### src/rtl/ovf_split_timer.sv
module ovf_split_timer #(
  parameter int CW = 8,
  parameter int NSRC = 4
) (
  input  logic          clk,
  input  logic          rst_n,
  input  logic          bus_addr,
  input  logic          bus_wr,
  input  logic          bus_rd,
  input  logic [7:0]    bus_wdata,
  output logic [7:0]    bus_rdata,
  input  logic [NSRC-1:0] tick_src,
  input  logic          cap_in,
  input  logic          interval_mode,
  output logic          ovf_irq,
  output logic          cap_irq
);
  localparam int SW = $clog2(NSRC);

  logic [CW-1:0] cnt;
  logic [5:0]    ctl;
  logic          flg_h, flg_l, arm_h, arm_l;
  logic          s1, s2, s3;

  wire [SW-1:0] sel    = ctl[SW-1:0];
  wire [1:0]    cclr   = ctl[3:2];
  wire          iegs   = ctl[4];
  wire          ovie   = ctl[5];
  wire          wr_ctl = bus_wr && !bus_addr;
  wire          wr_cnt = bus_wr && bus_addr;
  wire          rd_ctl = bus_rd && !bus_addr;
  wire          rise   = s2 && !s3;
  wire          fall   = !s2 && s3;
  wire          clr    = (cclr[0] && rise) || (cclr[1] && fall);
  wire          step   = tick_src[sel];
  wire          wrap   = step && (cnt == {CW{1'b1}}) && !wr_cnt && !clr;
  wire          set_h  = wrap && s2 && !interval_mode;
  wire          set_l  = wrap && (!s2 || interval_mode);

  always_ff @(posedge clk) begin
    if (!rst_n) begin
      s1 <= 1'b0; s2 <= 1'b0; s3 <= 1'b0;
    end else begin
      s1 <= cap_in; s2 <= s1; s3 <= s2;
    end
  end

  always_ff @(posedge clk) begin
    if (!rst_n)      cnt <= '0;
    else if (wr_cnt) cnt <= bus_wdata[CW-1:0];
    else if (clr)    cnt <= '0;
    else if (step)   cnt <= cnt + 1'b1;
  end

  always_ff @(posedge clk) begin
    if (!rst_n)      ctl <= '0;
    else if (wr_ctl) ctl <= bus_wdata[5:0];
  end

  always_ff @(posedge clk) begin
    if (!rst_n) begin
      flg_h <= 1'b0; flg_l <= 1'b0; arm_h <= 1'b0; arm_l <= 1'b0;
    end else begin
      if (set_h)                                  flg_h <= 1'b1;
      else if (wr_ctl && !bus_wdata[7] && arm_h)  flg_h <= 1'b0;
      if (set_l)                                  flg_l <= 1'b1;
      else if (wr_ctl && !bus_wdata[6] && arm_l)  flg_l <= 1'b0;
      if (wr_ctl) begin
        arm_h <= 1'b0; arm_l <= 1'b0;
      end else if (rd_ctl) begin
        if (flg_h) arm_h <= 1'b1;
        if (flg_l) arm_l <= 1'b1;
      end
    end
  end

  assign bus_rdata = bus_addr ? 8'(cnt) : {flg_h, flg_l, ctl};
  assign ovf_irq   = ovie && (flg_h || flg_l);
  assign cap_irq   = iegs ? rise : fall;

  AST_H_RISE_NEEDS_HIGH_WRAP: assert property (@(posedge clk) disable iff (!rst_n)
    $rose(flg_h) |-> $past(s2 && !interval_mode && cnt == {CW{1'b1}}));
  AST_INTERVAL_KEEPS_H: assert property (@(posedge clk) disable iff (!rst_n)
    (interval_mode && !wr_ctl && !flg_h) |=> !flg_h);
  AST_FALL_NEEDS_ARM: assert property (@(posedge clk) disable iff (!rst_n)
    $fell(flg_l) |-> $past(arm_l && wr_ctl));
  AST_NO_SW_SET: assert property (@(posedge clk) disable iff (!rst_n)
    (wr_ctl && !flg_h && !wrap) |=> !flg_h);
  AST_IDLE_HOLDS_CNT: assert property (@(posedge clk) disable iff (!rst_n)
    (!wr_cnt && !clr && !step) |=> $stable(cnt));
  AST_LOAD_WINS: assert property (@(posedge clk) disable iff (!rst_n)
    wr_cnt |=> (cnt == $past(bus_wdata[CW-1:0])));
  AST_WRAP_SETS_FLAG: assert property (@(posedge clk) disable iff (!rst_n)
    wrap |=> (flg_h || flg_l));
  AST_CAP_PULSE_SHORT: assert property (@(posedge clk) disable iff (!rst_n)
    cap_irq |=> !cap_irq || $changed(s2));
endmodule

### config.mk
export PLATFORM = sky130hd
export DESIGN_NAME = ovf_split_timer
export DESIGN_NICKNAME = d
export VERILOG_FILES = /design/src/rtl/ovf_split_timer.sv
export SDC_FILE = /design/constraint.sdc
export NUM_CORES = 1
export LEC_CHECK = 0
export CORE_ASPECT_RATIO = 1.25
export CORE_UTILIZATION = 50
export CTS_BUF_LIST = sky130_fd_sc_hd__clkbuf_2
export CTS_CLUSTER_SIZE = 28
export DETAILED_ROUTE_END_ITERATION = 12
export PLACE_DENSITY_LB_ADDON = 0.3
export SLEW_MARGIN = 10
export SYNTH_ARGS = -nofsm -noshare
export SYNTH_HDL_FRONTEND = slang
export SYNTH_SLANG_ARGS = --single-unit
### constraint.sdc
create_clock -name clk -period 2.4 [get_ports clk]
set_input_delay 0.48 -clock clk [delete_from_list [all_inputs] [get_ports clk]]
set_output_delay 0.48 -clock clk [all_outputs]
set_load 0.05 [all_outputs]
==> metrics <==
Worst EP arrival ~1800 ps; top flop regs cnt x8, ctl x6; sequential cell area fraction in the yosys report between 30% and 40%; cts hold-fix bufs 0; global route total overflow 0; multi-input logic area about 660 µm²; post-synthesis mux area share between 10% and 20%; antenna-violating nets left 0; first-pass GRT wire length ~4200 µm; FMAX approximately 430 MHz; Mapped Cells roughly 130; top-area cell type share of the netlist area a little under two fifths; # Post-CTS Setup Buffers 0; largest register by flop count cnt; worst min path class flop to flop; post-cts sizing count 0; PortBufs 28; status finished clean; Routed WL approximately 2700 µm; Worst setup SP type flop; synth top area cells dfxtp_1 (37%), mux2_2 (8.0%), nand2_1 (5.7%); Longest Clk Path Bufs 2; Remaining DRCs 0; crit-path max FO 7; number of diodes 0; # H-tree levels 1; largest family of logic cells by synthesized area simple AND/OR/NAND/NOR gates; register area 420 µm²; register bit total from synthesis 21; simple-gate portion of the synthesized area a little under a quarter; Inserted Clock Buffers 3; Area Growth Syn to Fin 28.9%; clock-pin slew on the worst setup and hold paths roughly 190 ps; iteration count of the initial detailed-routing pass 5; Syn Nets between 150 and 200; root buffer cell clkbuf_2; crit path capture type primary output; worst r2r src ctl[0]$_SDFFE_PN0P_; layout cells sized above 1 around 18%; die height roughly 55 µm; clock sink total 21; CTS tree built; Leak Pwr 0.000599 µW; Max transition margin 55.9%; row count 18; gr usage total a little under a quarter; vias around 1100; critical path class flop to primary output; setup TNS 0 ps; placed cells 186; fin. max-slew vios 0; Top FF cell, synth dfxtp_1; Non-Filler Instances 190; Hold Startpoint s1$_SDFF_PN0_; Fin. Hold Viols 0; Starting Density 54.8%; die area approximately 0.0024 mm²; CP required roughly 1900 ps; Synth Area per Inst 8.57 µm²; DR iter-0 viols between 40 and 50; most common cell in the netlist dfxtp_1; post-synthesis adder-cell area fraction under 10%; EDFF count, synth 0; Largest register FFs 8; fin nets 181; clock latency on the worst-skew pair ~320 ps; vias per inst 5.83; WL per Instance between 10 and 15 µm; GPL Wtd Cong 0.942; Tmin final 2310 ps; Clock Skew 9.19 ps; max cap viols 0; worst vdd ir ~0.43 mV; vias in the first global route approximately 920; Synth async-reset ratio 0%; Power Density ~470 mW/mm²; Final HPWL DP approximately 1900 µm; Top Ports 29; post-route cell area 0.00145 mm²; # setup viols final 0; Placed Area 0.00143 mm²; Core Area 0.00205 mm²; synth cell count leaders dfxtp_1 (21), nand2_1 (17), mux2_2 (8), nor2_1 (8), o21ai_0 (8); RSZ-0062 raised after global routing no; maximum number of pins on one net before global-route repair 22; Synth cell types 36; die width 44.4 µm; XOR/XNOR Fraction of Synth Area 0%; area fraction in compound gates after synthesis around a quarter; worst slew pin tran approximately 660 ps; initial antenna violation count 0; worst setup path start s2$_SDFF_PN0_; cell taking the most area after synthesis dfxtp_1; mapped cell area 0.00112 mm²; fin crit share between 90 and 100%; fill cell count approximately 170; Reg2Reg Setup Slack between 500 and 600 ps; Synth Warn # 0
==> cell usage in the layout (no fill, tap or decap) <==
cell | synthesis | routed
a22o_1 | 1 | 1
nand2_1 | 17 | 17
a22oi_1 | 5 | 5
buf_4 | 0 | 13
and3b_1 | 2 | 2
clkdlybuf4s50_1 | 0 | 20
mux4_2 | 1 | 1
a31oi_1 | 2 | 2
nand2b_1 | 3 | 3
or4_1 | 1 | 1
dfxtp_1 | 21 | 21
and3_1 | 1 | 1
a21oi_1 | 4 | 4
inv_1 | 3 | 3
clkbuf_2 | 1 | 3
o21ai_0 | 8 | 8
clkinv_2 | 0 | 1
nor2_1 | 8 | 8
a221o_1 | 1 | 1
nor2b_1 | 3 | 3
a21boi_0 | 6 | 6
nand3b_1 | 1 | 1
a211o_1 | 2 | 2
ha_1 | 1 | 1
o21a_1 | 1 | 1
nand4_1 | 3 | 3
mux2_2 | 8 | 8
o311ai_0 | 2 | 2
a21o_1 | 1 | 1
a32oi_1 | 1 | 1
nor3_2 | 1 | 1
o2111a_1 | 1 | 1
o211ai_1 | 3 | 3
and3_2 | 1 | 1
and2_1 | 6 | 6
and4_1 | 1 | 1
nand3_1 | 3 | 3
==> area by class of cell <==
cell class	count	area share, %
multi-input combinational	99	45.6
sequential	21	29.1
timing repair buffer	33	20.6
tap	30	2.60
clock buffer	3	1.04
inverter	3	0.779
clock inverter	1	0.346
==> per-layer routing <==
| layer | track usage, % | vias to the layer above | wire (µm) | part of all wire, % |
|---|---|---|---|---|
| met5 | 0 | - | 0 | 0 |
| met4 | 7.58 | 0 | 45 | 1.7 |
| met3 | 2.60 | 10 | 186 | 6.9 |
| met2 | 41.2 | 62 | 1370 | 51 |
| met1 | 29.3 | 502 | 1080 | 40 |
| li1 | - | 533 | - | - |
==> cell families after synthesis <==
| group | count (synthesis) |
|---|---|
| buffers and inverters | 11 |
| AOI/OAI and AO/OA | 38 |
| DFF | 21 |
| muxes | 9 |
| adders and majority gates | 1 |
| and+or+nand+nor | 51 |
==> final timing paths <==
kind	depth (start not counted)	endpoint
worst max-delay path	3	cap_irq
worst min-delay path	1	s2$_SDFF_PN0_
worst max register to register	3	cnt[6]$_SDFFE_PN0P_
worst min register to register	1	s2$_SDFF_PN0_
==> per-stage QoR <==
stage	worst slack, ps	utilization, %	hold WS (ps)	total power [µW]
floorplan	376	-	412	473
global placement	120	69.6	419	535
detailed placement	66.4	69.6	444	539
CTS	79.6	70.6	486	682
global route	8.67	70.6	508	709
finish	90.9	70.6	481	679
==> worst max-delay path, cell delays in order, from the launching register on <==
cell             delay, ps
dfxtp_1                400
nand2b_1               160
o21ai_0                130
clkdlybuf4s50_1        820
==> where the power goes <==
| group | leakage, µW | total (µW) | switching, µW | internal, µW |
|---|---|---|---|---|
| Combinational | 0.000412 | 156 | 81.4 | 74.5 |
| Clock | 0.0000164 | 146 | 108 | 37.8 |
| Sequential | 0.000171 | 377 | 14.0 | 363 |
No activity file was read; power rests on OpenSTA's default activity.
